==> src/rtl/lpseq_pkg.sv <==
package lpseq_pkg;

  typedef enum logic [1:0] {
    ST_OFF     = 2'd0,
    ST_LOCKING = 2'd1,
    ST_ACTIVE  = 2'd2
  } seq_state_e;

  localparam int RATE_W     = 10;
  localparam int SER_FACTOR = 20;

  // Lower edge of the parallel clock band in MHz
  function automatic int band_lo_mhz(input logic [1:0] sel);
    case (sel)
      2'd0:    return 3;
      2'd1:    return 5;
      2'd2:    return 10;
      default: return 20;
    endcase
  endfunction

  // Upper edge of the parallel clock band in MHz
  function automatic int band_hi_mhz(input logic [1:0] sel);
    case (sel)
      2'd0:    return 5;
      2'd1:    return 10;
      2'd2:    return 20;
      default: return 35;
    endcase
  endfunction

  function automatic logic [RATE_W-1:0] ser_rate_lo(input logic [1:0] sel);
    return RATE_W'(SER_FACTOR * band_lo_mhz(sel));
  endfunction

  function automatic logic [RATE_W-1:0] ser_rate_hi(input logic [1:0] sel);
    return RATE_W'(SER_FACTOR * band_hi_mhz(sel));
  endfunction

endpackage

==> src/rtl/lpseq_sync.sv <==
module lpseq_sync #(
  parameter int STAGES = 2
) (
  input  logic clk,
  input  logic rst_n,
  input  logic d,
  output logic q
);
  logic [STAGES-1:0] shreg;

  always_ff @(posedge clk or negedge rst_n) begin
    if (!rst_n) begin
      shreg <= '0;
    end else begin
      shreg[0] <= d;
      for (int i = 1; i < STAGES; i++) shreg[i] <= shreg[i-1];
    end
  end

  assign q = shreg[STAGES-1];
endmodule

==> src/rtl/lpseq_lock_timer.sv <==
module lpseq_lock_timer #(
  parameter int LOCK_CYCLES = 16385
) (
  input  logic clk,
  input  logic rst_n,
  input  logic run,
  input  logic restart,
  output logic hit
);
  localparam int          CW   = $clog2(LOCK_CYCLES + 1);
  localparam logic [CW-1:0] LAST = CW'(LOCK_CYCLES - 1);

  logic [CW-1:0] cnt;

  assign hit = run && !restart && (cnt == LAST);

  always_ff @(posedge clk or negedge rst_n) begin
    if (!rst_n)                     cnt <= '0;
    else if (!run || restart || hit) cnt <= '0;
    else                            cnt <= cnt + 1'b1;
  end


  cnt_bound_chk: assert property (@(posedge clk) disable iff (!rst_n)
    run |-> (cnt <= LAST));


  cnt_clear_chk: assert property (@(posedge clk) disable iff (!rst_n)
    (run && restart) |=> (cnt == '0));
endmodule

==> src/rtl/lpseq_de_watch.sv <==
module lpseq_de_watch #(
  parameter int WD_ENABLE = 1,
  parameter int WD_LIMIT  = 1024
) (
  input  logic clk,
  input  logic rst_n,
  input  logic active,
  input  logic de_in,
  output logic fault
);
  generate
    if (WD_ENABLE != 0) begin : g_wd
      localparam int            WW  = $clog2(WD_LIMIT + 1);
      localparam logic [WW-1:0] LIM = WW'(WD_LIMIT);

      logic          de_q;
      logic [WW-1:0] idle_cnt;
      logic          de_toggle;

      assign de_toggle = de_in ^ de_q;

      always_ff @(posedge clk or negedge rst_n) begin
        if (!rst_n) begin
          de_q     <= 1'b0;
          idle_cnt <= '0;
        end else begin
          de_q <= de_in;
          if (!active || de_toggle) idle_cnt <= '0;
          else if (idle_cnt != LIM) idle_cnt <= idle_cnt + 1'b1;
        end
      end

      assign fault = active && (idle_cnt == LIM);


      toggle_clears_chk: assert property (@(posedge clk) disable iff (!rst_n)
        de_toggle |=> !fault);
    end else begin : g_nowd
      logic unused_wd;
      assign unused_wd = ^{active, de_in, clk, rst_n};
      assign fault = 1'b0;
    end
  endgenerate
endmodule

==> src/rtl/link_power_seq.sv <==
module link_power_seq
  import lpseq_pkg::*;
#(
  parameter int LOCK_CYCLES = 16385,
  parameter int SYNC_STAGES = 2,
  parameter int WD_ENABLE   = 1,
  parameter int WD_LIMIT    = 1024
) (
  input  logic              clk,
  input  logic              rst_n,
  input  logic              pwr_on,
  input  logic              supply_ok,
  input  logic [1:0]        range_sel,
  input  logic              de_in,
  output logic              pll_en,
  output logic              term_en,
  output logic              drive_en,
  output logic              lock_done,
  output logic              de_fault,
  output logic [RATE_W-1:0] rate_lo_mbps,
  output logic [RATE_W-1:0] rate_hi_mbps
);
  logic       run_raw, run_s;
  logic [1:0] range_q;
  logic       range_chg;
  logic       lock_hit;
  seq_state_e state, state_nx;

  // Missing supply acts as a forced power-down
  assign run_raw = pwr_on & supply_ok;

  lpseq_sync #(.STAGES(SYNC_STAGES)) u_sync (
    .clk(clk), .rst_n(rst_n), .d(run_raw), .q(run_s)
  );

  always_ff @(posedge clk or negedge rst_n) begin
    if (!rst_n) range_q <= 2'd0;
    else        range_q <= range_sel;
  end

  assign range_chg = (range_sel != range_q);

  lpseq_lock_timer #(.LOCK_CYCLES(LOCK_CYCLES)) u_timer (
    .clk(clk), .rst_n(rst_n),
    .run(state == ST_LOCKING), .restart(range_chg), .hit(lock_hit)
  );

  always_comb begin
    state_nx = state;
    if (!run_s) begin
      state_nx = ST_OFF;
    end else begin
      case (state)
        ST_OFF:     state_nx = ST_LOCKING;
        ST_LOCKING: if (range_chg)     state_nx = ST_LOCKING;
                    else if (lock_hit) state_nx = ST_ACTIVE;
        ST_ACTIVE:  if (range_chg)     state_nx = ST_LOCKING;
        default:    state_nx = ST_OFF;
      endcase
    end
  end

  always_ff @(posedge clk or negedge rst_n) begin
    if (!rst_n) state <= ST_OFF;
    else        state <= state_nx;
  end

  assign pll_en    = (state != ST_OFF);
  assign term_en   = (state != ST_OFF);
  assign drive_en  = (state == ST_ACTIVE);
  assign lock_done = (state == ST_ACTIVE);

  lpseq_de_watch #(.WD_ENABLE(WD_ENABLE), .WD_LIMIT(WD_LIMIT)) u_wd (
    .clk(clk), .rst_n(rst_n), .active(state == ST_ACTIVE),
    .de_in(de_in), .fault(de_fault)
  );

  assign rate_lo_mbps = ser_rate_lo(range_q);
  assign rate_hi_mbps = ser_rate_hi(range_q);


  off_follows_sync_chk: assert property (@(posedge clk) disable iff (!rst_n)
    !run_s |=> (state == ST_OFF));


  drive_needs_lock_chk: assert property (@(posedge clk) disable iff (!rst_n)
    $rose(drive_en) |-> $past(lock_hit));


  lock_enters_active_chk: assert property (@(posedge clk) disable iff (!rst_n)
    (run_s && lock_hit && state == ST_LOCKING) |=> drive_en);


  range_restart_chk: assert property (@(posedge clk) disable iff (!rst_n)
    (run_s && range_chg && state != ST_OFF) |=> (state == ST_LOCKING));
endmodule

==> config.mk <==
export PLATFORM = sky130hd
export DESIGN_NAME = link_power_seq
export DESIGN_NICKNAME = d
export VERILOG_FILES = /design/src/rtl/lpseq_pkg.sv /design/src/rtl/lpseq_sync.sv /design/src/rtl/lpseq_lock_timer.sv /design/src/rtl/lpseq_de_watch.sv /design/src/rtl/link_power_seq.sv
export SDC_FILE = /design/constraint.sdc
export NUM_CORES = 1
export LEC_CHECK = 0
export CAP_MARGIN = 20
export CORE_ASPECT_RATIO = 0.8
export CORE_MARGIN = 2
export CORE_UTILIZATION = 30
export CTS_BUF_LIST = sky130_fd_sc_hd__clkbuf_4
export DETAILED_ROUTE_END_ITERATION = 10
export DONT_BUFFER_PORTS = 1
export GPL_ROUTABILITY_DRIVEN = 0
export PLACE_DENSITY_LB_ADDON = 0.12
export SLEW_MARGIN = 30
export SYNTH_ARGS = -nofsm -noshare
export SYNTH_HDL_FRONTEND = slang
export SYNTH_HIERARCHICAL = 1
export SYNTH_SLANG_ARGS = --single-unit
==> constraint.sdc <==
create_clock -name clk -period 1.9 [get_ports clk]
set_clock_uncertainty 0.05 [all_clocks]
set_input_delay 0.095 -clock clk [delete_from_list [all_inputs] [get_ports clk]]
set_output_delay 0.095 -clock clk [all_outputs]
set_load 0.1 [all_outputs]
# After elaboration in Yosys (flattened, before gate mapping)
# Index checks and enable logic that the tools add are counted.
[word_totals]
ff_bits = 33
out_inout_bits = 25
[classes]
n_addsub = 2
mul = 2
eq_ne = 10
mux = 10
n_bitwise = 2
reduce_logical = 14
[ops]
columns = ["cell", "n"]
rows = [
  ["$mul A4 B32 Y8 const A", 2],
  ["$mux W11", 2],
  ["$pmux W6 S3", 1],
  ["$add A15 B1 Y15 const B", 1],
  ["$eq A15 B15 Y1 const B", 1],
  ["$mux W15", 1],
  ["$pmux W5 S3", 1],
  ["$add A11 B1 Y11 const B", 1],
  ["$eq A11 B11 Y1 const B", 1],
  ["$ne A11 B11 Y1 const B", 1],
  ["$mux W2", 4],
  ["$pmux W2 S3", 1],
  ["$eq A2 B1 Y1 const B", 2],
  ["$eq A2 B2 Y1 const B", 2],
  ["$logic_not A2 Y1", 2],
  ["$ne A4 B4 Y1 const B", 1],
  ["$reduce_bool A2 Y1", 2],
  ["$logic_and A1 B1 Y1", 3],
  ["$logic_not A1 Y1", 3],
  ["$logic_or A1 B1 Y1", 3],
  ["$ne A3 B3 Y1 const B", 1],
  ["$ne A2 B2 Y1", 1],
  ["$reduce_and A2 Y1", 1],
  ["$and A1 B1 Y1", 1],
  ["$xor A1 B1 Y1", 1],
]

# Longest topological paths before layout
# Gate-level depths: netlist (run 1).
[depth]
depth_word = 8
ltp_mapped = 7
depth_no_buf = 7

# By module
# Netlist (run 1), hierarchy kept.
[by_module_without_submodules]
columns = ["mod", "instances", "cells_per_inst", "area_each_um2", "seq_area_each_um2"]
rows = [
  ["lpseq_lock_timer", 1, 81, 852.1, 375.4],
  ["lpseq_de_watch", 1, 64, 633.1, 300.3],
  ["link_power_seq", 1, 54, 467.9, 100.1],
  ["lpseq_sync", 1, 2, 50.0, 50.0],
]

# Least setup slack after synthesis (run 1)
# Ideal clock, no wire load.
[synth_timing]
kind = "reg2out"
startpoint = "register range_q[0]"
endpoint = "output port rate_lo_mbps[7]"
arrival_time_ns = 3.938
slack_ns = -2.183
path_stages_with_launch = 6
cell_sequence = "dfrtp_1 > inv_1 > ha_1 > nand2_1 > xor2_1 > o21ai_0"
[synth_via]
elab_chain_len = 3
[synth_rtl]
columns = ["element", "line", "text"]
rows = [
  ["start, declared", "link_power_seq.sv:24", "logic [1:0] range_q;"],
  ["start signal, assigned", "link_power_seq.sv:38", "else range_q <= range_sel;"],
  ["$eq A2 B2 Y1, or another cell as far along", "lpseq_pkg.sv:14", "case (sel)"],
  ["$pmux W5 S3 (*)", "lpseq_pkg.sv:14", ""],
  ["$mul A4 B32 Y8 (*)", "lpseq_pkg.sv:33", "return RATE_W'(SER_FACTOR * band_lo_mhz(sel));"],
  ["end, declared", "link_power_seq.sv:20", "output logic [RATE_W-1:0] rate_lo_mbps,"],
]
# Mark *: on every way between the ends. The rest lies on a longest branch, timed or not.

# Final worst setup path (run 1)
# Ends and elaborated chain as after synthesis.

==> results of run 1 <==
-- power groups by stage --
stage	sequential [mW]	combinational, mW	clock (mW)
finish	0.718	0.528	0.394
floorplan	0.731	0.402	0
global placement	0.733	0.475	0
CTS	0.719	0.529	0.416
detailed placement	0.734	0.478	0
global route	0.720	0.550	0.448
-- cells by family (layout without fill, tap and decap cells) --
group                      Yosys count  count (layout)
muxes                                2               2
DFF                                 33              33
buffers and inverters               28              59
xor gates and xnor gates            21              21
and+or+nand+nor                     84              84
adders and majority gates           13              13
other                                1               4
AOI/OAI and AO/OA                   19              19
-- metrics by stage --
step | cells | instance area (sq um)
2_1_floorplan | 204 | 2130
3_3_place_gp | 292 | 2370
3_5_place_dp | 292 | 2370
4_1_cts | 314 | 2620
5_1_grt | 319 | 2680
6_report | 319 | 2680
-- worst paths after layout --
path | to | slack, ns | cells past startpoint
setup reg to reg | state[0] | 0.14 | 7
max in group asynchronous | range_q[1] | 1.45 | 2
hold reg to reg | u_sync/shreg[1] | 0.35 | 0
min in group asynchronous | u_sync/shreg[0] | 0.16 | 2
setup / recovery | rate_lo_mbps[7] | -0.006 | 7
hold / removal | u_wd/g_wd.idle_cnt[0] | 0.03 | 3
-- worst reg2reg max path, stage by stage, from the launching register on --
cell,delay (ns)
dfrtp_1,0.44
inv_1,0.08
ha_1,0.15
nor4b_1,0.23
nand4_1,0.17
nor3b_2,0.22
nand2_1,0.08
o221a_1,0.24
-- cells in the final DEF (no fill, tap or decap), types with 2 or more instances in the layout --
master,netlist,final
a21oi_1,8,8
buf_12,1,10
buf_4,9,20
clkbuf_4,0,5
clkinv_2,0,2
clkinvlp_4,0,2
conb_1,1,4
dfrtp_1,33,28
dfrtp_2,0,5
dlygate4sd3_1,0,6
ha_1,13,6
ha_4,0,6
inv_1,14,11
inv_4,0,2
mux2i_1,2,2
nand2_1,12,11
nand3_1,10,10
nand3_2,3,3
nand4_1,6,6
nor2_1,10,9
nor2_2,11,12
nor3_1,3,3
nor4_2,2,3
nor4b_1,2,2
o21ai_0,3,2
o31ai_1,4,4
or2_2,3,2
or4_1,4,4
xnor2_1,14,12
xnor2_4,0,2
xor2_1,7,6
-- metal layers --
layer | vias up | GRT usage (%) | wire length, microns
met5 | - | 0 | 0
met4 | 0 | 3.48 | 38
li1 | 741 | - | -
met3 | 4 | 4.52 | 160
met1 | 716 | 16.5 | 2040
met2 | 26 | 18.5 | 1960
-- registers in the layout, summed over array words and instances (netlist names) --
signal              count
state                   2
u_sync/shreg            2
u_wd/g_wd.idle_cnt     11
u_wd/g_wd.de_q          1
u_timer/cnt            15
range_q                 2
-- final cells by class --
cell class                      instances  share of cell area, %
Multi-Input combinational cell        143                   45.0
Sequential cell                        33                   31.0
Timing Repair Buffer                   37                   15.7
Tap cell                               84                   3.92
Inverter                               14                   2.29
Clock buffer                            5                   1.40
Clock inverter                          3                  0.653
-- repair_timing --
action | in CTS | in global routing
endpoints found under the hold margin | 38 | 0
gates resized for setup | 13 | 8
buffers inserted | 7 | 5
pin swaps | 3 | 4
setup endpoints to repair | 6 | 8
hold buffers | 7 | 0
==> results, run 1 <==
- The post-detailed-routing wire length is 4200 microns.
- Synthesis instantiated 44 different standard cells from the library.
- The number of sinks handled by clock tree synthesis is 33.
- The final worst slack is -0.00576 ns.
- The cell family with the largest share of critical-path delay is flip-flops.
- The cell count after synthesis is 201.
- Synthesis inferred 33 register bits.
- Of the post-synthesis cell area, the part taken by muxes is 0.999%.
- Cells with a size suffix above 1 make up 38.3% of the layout.
- The number of antenna violations at the first check in global routing was 0.
- The wire length of the first global-routing pass is 7040 microns.
- In this run the power spent charging and discharging nets is 637 uW.
- In the final layout, the multi-input gates occupy 1210 sq um.
- The data arrival time of the worst path is 1.76 ns.
- The root buffer cell chosen for the clock tree is clkbuf_4.
- The signal on the critical path passes through inv_4, ha_4, ha_4, nand2_2, xor2_2, o21ai_4, buf_12.
- Detailed routing inserted a total of 1487 vias.
- The worst hold path class is input port to flop.
- The number of inserted filler cells in the final layout is 608.
- In the synthesized netlist the dominant register cell turns out to be dfrtp_1.
- The startpoint of the tightest hold check path is de_in.
- In the final timing run, aggregate negative setup slack is -0.00799 ns.
- At the pin with the least slew margin, the transition time is 0.547 ns.
- The biggest area contributor in the post-synthesis netlist is dfrtp_1.
- The simple-gate share of the synthesized area is 26.1%.
- The number of core rows is 26.
- The cell seen most often among critical-path stages is ha_4.
- The floorplan step set the die height to 77.1 microns.
- The worst register-to-register path begins at u_timer/cnt[0].
- The run finished, with violations left.
- The sum of net half-perimeters after detailed placement is 2950 microns.
- The final critical path time including I/O delays and setup is 1.91 ns.
- The CTS tree is built.
- The post-placement worst setup slack is 0.0903 ns.
- The H-tree was split into 2 levels.
- The number of maximum-capacitance constraint violations is 0.
- The total of endpoints with negative setup slack in the final report is 2.
- The width of the die is 95.4 microns.
- The starting density of the core is 31.3%.
- The worst setup path is launched from a flop.
- The portion of synthesized cell area occupied by the leading cell type is 41.2%.
- The hold violation count in the final report is 0.
- Summed over all cells, the static leakage comes to 1.03 nW.
- The via count of the first global-routing pass is 1472.
- Of the total power, the clock network draws 24.0%.
- In the synthesized netlist, the cells that appear most often are dfrtp_1, inv_1, xnor2_1.
- Along the worst path, the maximum fanout reaches 4.
- During placement, the flow inserted port buffers numbering 0.
- The overall routing resource usage is 12.3%.
- In the routed layout, each cell is associated on average with a via count of 4.66.
- Before antenna repair, the detailed router went through 4 iterations.
- Setup repair after global routing could not meet its margin everywhere.
- The post-synthesis cell area is 2000 sq um.
- The insertion delay of the later-clocked pin in the worst-skew pair is 0.34 ns.
- For this block, the initial DRC count from the detailed router was 47.
- The register area share after synthesis is 41.2%.
- During I/O placement, the number of pins put on the boundary was 32.
- The die area is 7350 sq um.
- Dividing the detail-routed wire length by the instance count gives 13.2 microns.
- The internal power of the cells totals 1.00 mW.
- The combinational cell fraction of total power is 32.2%.
- The maximum ir drop on the vdd rail is 0.171 mV.
- In the final design database the tool counted 254 nets.
- Yosys mapped a number of flops with a built-in enable equal to 0.
- The most used standard cell by instance count after synthesis is dfrtp_1.
- On the final layout, the worst hold slack is 0.0310 ns.
- The design draws 1.64 mW.
- Measured against its own limit, the worst slew margin works out to 63.8%.
- The sequential standard cell area is 832 sq um.
- For this design the ratio of total power to cell area is 612 nW/um^2.
- Summing the areas of all compound-gate instances in the mapped netlist gives 6.00% of the synthesized area.
- Global routing finished with a remaining overflow of 0.
- In this design, the stage delay of the slowest critical-path cell is 0.47 ns.
- The detail route stage leaves a number of antenna-violating nets equal to 0.
- The register clock-pin slew on the reported worst setup and hold paths is 0.12 ns.
- The mean instance size in the synthesized netlist is 9.97 sq um.
- Of the total synthesized cell area, the portion taken by XOR and XNOR cells is 9.18%.
- Timing would allow up to 525 MHz.
- By area the synthesized netlist is led by dfrtp_1, ha_1, xnor2_1.
- The area of the core is 6410 sq um.
- The number of buffers created by CTS is 5.
- Entering global routing, the biggest net connects 34 pins.
- Tracing the worst setup path back leads to its startpoint at range_q[0].
- The checks that failed: negative setup slack.
- The count of buffer and inverter cells on the critical path is 2.
- The largest family of logic cells by synthesized area is simple AND/OR/NAND/NOR gates.
- The count of pins over their slew limit came to 0.
- The adder-cell share of the synthesized area is 8.12%.
- The final period utilization is 100%.
- The maximum buffer depth of the clock tree is 2.
- The part of the total power dissipated in sequential elements is 43.8%.
- The critical path data required time is 1.75 ns.
- The worst setup path is captured at an output port.
- Counting flops with an async set or reset pin after synthesis yields a share of 100%.
- The type of the setup path with the least slack is flop to output port.
- The count of inserted antenna diode cells is 0.
- For this design, the slowest cell found on the critical path is dfrtp_2.
- The synthesis-to-finish area growth is 33.9%.
- The residual DRC count is 0.
- Net switching is 38.8% of the power.
- Yosys printed 6 warnings.
- The utilization after layout is 41.8%.
No activity file was read; power rests on OpenSTA's default activity.
==> run 2: changes to the inputs <==
- clock period: 1.9 -> 2.2 ns (I/O delays scaled with it)
==> run 2 against run 1 <==
- the run now ends clean
- register-to-register slack better by 0.10 ns
- count of clock-buffer cells in the layout is the same
- non-clock buffer count decreased by 13
- combinational power is 20% lower
- first-iteration DRC count rose by 8.5%
- critical endpoint is now rate_hi_mbps[6]
- worst hold slack improved by 0.013 ns
- design area decreased by 8.9%
- die area did not move
- setup slack better by 0.13 ns
- sequential power down 14%
==> results, run 2 (same netlist as run 1, synthesis figures left out) <==
- The maximum buffer depth of the clock tree is 2.
- The signal on the critical path passes through inv_1, ha_2, inv_1, ha_2, xnor2_4, buf_12.
- The die area is 7350 sq um.
- The path with the worst hold slack has its endpoint at state[1].
- The later pin in the worst-skew pair is clocked with a latency of 0.34 ns.
- TritonCTS built the clock tree.
- Once detail routing completed, the nets flagged for antenna violations numbered 0.
- The slew of the pin with the lowest slew margin is 0.536 ns.
- The number of clock buffers added by TritonCTS is 5.
- The startpoint kind of the worst setup timing path is a flop.
- The number of inserted filler cells in the final layout is 616.
- The starting density of the core is 31.3%.
- Measured along the y axis, the die boundary spans 77.1 microns.
- The sum of net half-perimeters after detailed placement is 2910 microns.
- The destination of the worst register-to-register timing path is state[0].
- The first global-routing pass estimated 6720 microns of wire.
- For met2 alone, demand over resource in global routing was 16.3%.
- The critical path data required time is 2.04 ns.
- Max-cap violations in this run came to 0.
- The hold violation count in the final report is 0.
- After routing, the total negative slack on setup checks comes to 0 ns.
- The via count of the first global-routing pass is 1382.
- The worst hold path passes through 3 cells.
- The design area is 2440 sq um.
- The overall routing resource usage is 11.7%.
- The width of the die is 95.4 microns.
- The count of pins over their slew limit is 0.
- The worst hold-check slack is 0.0437 ns.
- The total global routing overflow is 0.
- Setup repair after global routing left no endpoint under its margin.
- In the final layout, the registers with the most flip-flops are u_timer/cnt (15), u_wd/g_wd.idle_cnt (11).
- The depth of the worst register-to-register path is 7.
- The number of sinks handled by clock tree synthesis is 33.
- The area of placed instances is 2300 sq um.
- The total of endpoints with negative setup slack in the final report is 0.
- The final layout contains routed wiring with a total length of 4040 microns.
- The launching instance or port of the critical path is range_q[1].
- The register with the most flip-flops in the final layout is u_timer/cnt.
- For this run, the slowest stage of the critical path takes 0.46 ns.
- Of all nets on the critical path, the largest fanout is 6.
- The synthesis-to-finish area growth is 22.0%.
- The number of DRC markers after the initial detailed-route iteration is 51.
- At the placement stage, the worst setup path has a slack of 0.307 ns.
- The type of the setup path with the least slack is flop to output port.
- After clock tree synthesis, the setup repair step added 0 buffers.
- The repair_antennas step left the layout with diodes totalling 0.
- Of the cells placed in the final design, the portion with a size suffix greater than 1 is 27.9%.
- The final period utilization is 94.4%.
- The worst hold path begins at range_sel[1].
- After detailed routing, the number of remaining DRC violations is 0.
- At the end of the flow, the number of nets in the layout was 241.
- The flow ran to the end, and the final reports show no timing, DRC or antenna violations.
- The number of antenna violations at the first check in global routing is 0.
- The critical register-to-register path startpoint is u_timer/cnt[0].
- The worst-case IR drop observed on VDD is 0.169 mV.
- Setup slack on the worst reg-to-reg path comes out at 0.24 ns.
- The worst slew slack as a fraction of its limit is 64.0%.
- The peak-usage layer in the global routing report is met1.
- For met3 alone, demand over resource in global routing was 3.83%.
- The final critical path time including I/O delays and setup is 2.08 ns.
- The number of iterations in the first detailed-routing pass is 4.
- Dividing total power by cell area gives a power density of 567 nW/um^2.
- The via-per-instance ratio is 4.75.
- For this design, the slowest cell found on the critical path is dfrtp_2.
- STA classifies the critical path endpoint as an output port.
- Clock-pin slew was measured on the worst setup and hold paths at 0.10 ns.
- Summed over all cells, the static leakage comes to 0.942 nW.
- The flip-flop count of the largest register after layout is 15.
- The initialized floorplan defines 26 standard-cell rows.
- The utilization after layout is 38.1%.
- The total number of vias is 1452.
- The top cell types in the final layout, fill and taps aside, are dfrtp_1, inv_1, xnor2_1, nand2_1, nor2_2.
- In this run the count of I/O pins placed on the die edge is 32.
- Port buffering added 0 buffers.
- The clock root buffer is clkbuf_4.
- The worst hold path class is input port to flop.
- The routed length per placed instance is 13.2 microns.
- Entering global routing, the biggest net connects 34 pins.
- The area of the core is 6410 sq um.
- The final worst slack is 0.124 ns.
- For this run, global-route usage on met1 was measured as 16.8%.
- The clock tree synthesis step divided the H-tree into 2 levels.
- STA puts the critical path data arrival time at 1.92 ns.
- The highest attainable clock frequency is 482 MHz.
- The commonest non-fill, non-tap cell in the layout is dfrtp_1.
## run 2: cell count changes in the layout (fill, tap and decap cells not counted), sizes merged
cell and delta:
buf -13
## run 2: what timing repair did
| item | 4_1_cts | 5_1_grt |
|---|---|---|
| hold buffers | 7 | 0 |
| hold endpoints to repair | 37 | 0 |
| gates resized for setup | 0 | 4 |
| setup endpoints to repair | 0 | 3 |
## run 2: final cells by class
type                    instances  area, sq um  share of cell area [%]
multi-input cells             143         1100                    45.2
flip-flops and latches         33          828                    33.9
repair buffers                 24          295                    12.1
well taps                      84          105                    4.30
inverters                      14         56.3                    2.30
clock buffers                   5         37.5                    1.54
clock inverters                 3         17.5                   0.717
## run 2: how the worst max path moves through the flow
| stage | to | depth (start not counted) |
|---|---|---|
| finish | rate_hi_mbps[6] | 6 |
| global route | rate_lo_mbps[7] | 7 |
| CTS | rate_lo_mbps[7] | 7 |
| detailed placement | state[0] | 7 |
| global placement | rate_lo_mbps[7] | 7 |
| floorplan | rate_hi_mbps[4] | 4 |
## run 2: metrics by stage
step                total power [mW]  instances
CTS                             1.41        306
detailed placement              1.03        291
finish                          1.38        306
global route                    1.44        306
global placement                1.03        291
floorplan                      0.968        204
## run 2: per-layer routing
layer  routed length [microns]  vias up
met4                        19        0
met5                         0        -
met2                      1750       29
met1                      2030      703
li1                          -      718
met3                       235        2
## run 2: report_power, final
part | internal, mW | switching [mW]
Clock | 0.121 | 0.222
Combinational | 0.111 | 0.311
Sequential | 0.613 | 0.00735
## run 2: worst max-delay path, delay by kind of cell (launching register included)
kind,cells,cell delay [ns]
fa+ha+maj,2,0.60
flops,1,0.46
buf+inv,3,0.40
xor+xnor,1,0.13
==> run 3: changes to the inputs <==
- CORE_UTILIZATION: 30 -> 45
==> run 3 against run 2 <==
- design area decreased by 1.5%
- fmax grew 0.80%
- worst hold slack got worse by 0.028 ns
- critical path type unchanged
- via count shrank 0.76%
- highest routed layer unchanged
- global-route usage grew 5.0 points
- wire length decreased by 9.8%
==> results, run 3 (same netlist as run 1, synthesis figures left out) <==
- The largest registers in the layout are u_timer/cnt (15), u_wd/g_wd.idle_cnt (11).
- The maximum ir drop on the vdd rail is 0.289 mV.
- The number of top-level pins is 32.
- The sequential cells in the finished layout cover a total of 828 sq um.
- The critical path data required time is 2.04 ns.
- The die area is 5000 sq um.
- The power density of the placed cells is 565 nW/um^2.
- The hold violation count in the final report is 0.
- Measured along the x axis, the die boundary spans 78.6 microns.
- Entering global routing, the biggest net connects 34 pins.
- The type of the setup path with the least slack is flop to output port.
- The number of buffers created by CTS is 5.
- The via count of the first global-routing pass is 1429.
- TritonCTS built the clock tree.
- Counting the fill cells in the layout gives 376.
- The area of the core is 4230 sq um.
- The startpoint identified for the worst register-to-register timing path is u_timer/cnt[0].
- Prior to clock tree synthesis, the placed netlist has a worst setup slack of 0.348 ns.
- The depth of the worst register-to-register path is 7.
- The layout cell share with drive strength beyond 1 is 27.9%.
- The commonest non-fill, non-tap cell in the layout is dfrtp_1.
- The run finished with clean final reports.
- The first routing iteration left 66 violations.
- The utilization after layout is 56.9%.
- The clock passes through at most 2 buffers.
- Measured against its own limit, the worst slew margin works out to 63.9%.
- For this configuration, the core starts out at a cell density of 47.4%.
- The worst hold path class is input port to flop.
- The number of antenna violations at the first check in global routing is 0.
- Timing would allow up to 486 MHz.
- After clock tree synthesis, the clock-pin slew on the worst setup and hold paths is 0.09 ns.
- For the worst setup path, the data arrival time is 1.90 ns.
- In this run the static leakage power is 0.938 nW.
- The slew of the pin with the lowest slew margin is 0.546 ns.
- Detailed placement finished with a half-perimeter wire length of 2670 microns.
- STA classifies the critical path startpoint as a flop.
- 0 antenna diodes ended up in the layout.
- Input and output buffers added on the ports amount to 0.
- The net count reported at finish is 241.
- The initialized floorplan defines 21 standard-cell rows.
- The clock root buffer is clkbuf_4.
- The routed design has 3650 microns of wire.
- The launching instance or port of the critical path is range_q[1].
- The overall routing resource usage is 16.6%.
- The clock period could shrink to 2.06 ns.
- The routed layout has 1441 vias.
- The y dimension of the die is 63.7 microns.
- After layout, the worst setup slack is 0.141 ns.
- The via-per-instance ratio is 5.16.
- Dividing the final minimum period by the clock period gives 93.6%.
- The register with the highest flop count is u_timer/cnt.
- The clock reaches the later pin of the worst-skew pair after 0.34 ns.
- The residual DRC count is 0.
- The multi-input combinational cells in the finished layout cover a total of 1110 sq um.
- After global routing the overflow that remains totals 0.
- The H-tree depth is 2.
- The design draws 1.36 mW.
- The capturing element type of the critical path is an output port.
- Relative to the synthesized area, the layout overhead comes to 20.2%.
- The detail route stage leaves a number of antenna-violating nets equal to 0.
- Setup repair after global routing left no endpoint under its margin.
- The total negative setup slack is 0 ns.
- The number of cells on the worst hold path is 3.
- In the final routed layout, each cell accounts on average for 13.1 microns.
- In the layout the commonest cells are dfrtp_1, xnor2_1, nand2_1, nor2_2, inv_1.
- The wire length of the first global-routing pass is 6550 microns.
- The count of pins over their slew limit is 0.
- The worst-path maximum fanout is 6.
- The flip-flop count of the largest register after layout is 15.
- The startpoint identified for the worst hold timing path is range_sel[1].
- The number of sinks handled by clock tree synthesis is 33.
- Max-cap violations in this run came to 0.
- The total of endpoints with negative setup slack in the final report is 0.
- The number of iterations in the first detailed-routing pass is 4.
## run 3: what timing repair did
item                                    4_1_cts  5_1_grt
buffers inserted                              0        1
resized for setup                             1        5
hold endpoints to repair                     37        0
cloned                                        0        0
endpoints found under the setup margin        1        3
hold buffers                                  7        0
## run 3: power by group
part / internal [mW] / total [mW] / leakage (nW) / switching, mW
Clock: 0.115 / 0.317 / 0.0300 / 0.201
Combinational: 0.112 / 0.423 / 0.459 / 0.310
Sequential: 0.613 / 0.620 / 0.449 / 0.00743
## run 3: layer usage
| metal | up-vias | wire length (microns) | track usage [%] | part of all wire (%) |
|---|---|---|---|---|
| li1 | 714 | - | - | - |
| met1 | 690 | 1630 | 21.1 | 45 |
| met2 | 33 | 1780 | 26.6 | 49 |
| met3 | 4 | 194 | 4.44 | 5.3 |
| met4 | 0 | 40 | 7.24 | 1.1 |
| met5 | - | 0 | 0 | 0 |
## run 3: worst max-delay path, cell delays in order, from the launching register on
cell     delay, ns
dfrtp_2       0.47
inv_2         0.11
ha_2          0.21
ha_1          0.17
nand2_1       0.09
xor2_1        0.17
o21ai_4       0.15
buf_12        0.19
## run 3: final timing paths
path / endpoint / slack [ns]
max in group asynchronous: range_q[1] / 1.75
min in group asynchronous: u_wd/g_wd.idle_cnt[9] / 0.15
worst min-delay path: state[1] / 0.02
worst max register to register: state[0] / 0.34
worst min register to register: u_sync/shreg[1] / 0.31
worst max-delay path: rate_lo_mbps[7] / 0.14
## run 3: through the flow
step	std cells	instance area, sq um	hold slack [ns]
after floorplan	204	2090	-0.236
after global placement	263	2260	-0.234
after detailed placement	263	2260	-0.234
after CTS	278	2390	0.00731
after global routing	279	2410	0.0183
final	279	2410	0.0154
## run 3: final cells by class
class                   instances  area share (%)
repair buffers                 24            12.3
flip-flops and latches         33            34.4
well taps                      57            2.96
clock buffers                   5            1.56
multi-input cells             143            45.9
clock inverters                 3           0.520
inverters                      14            2.34
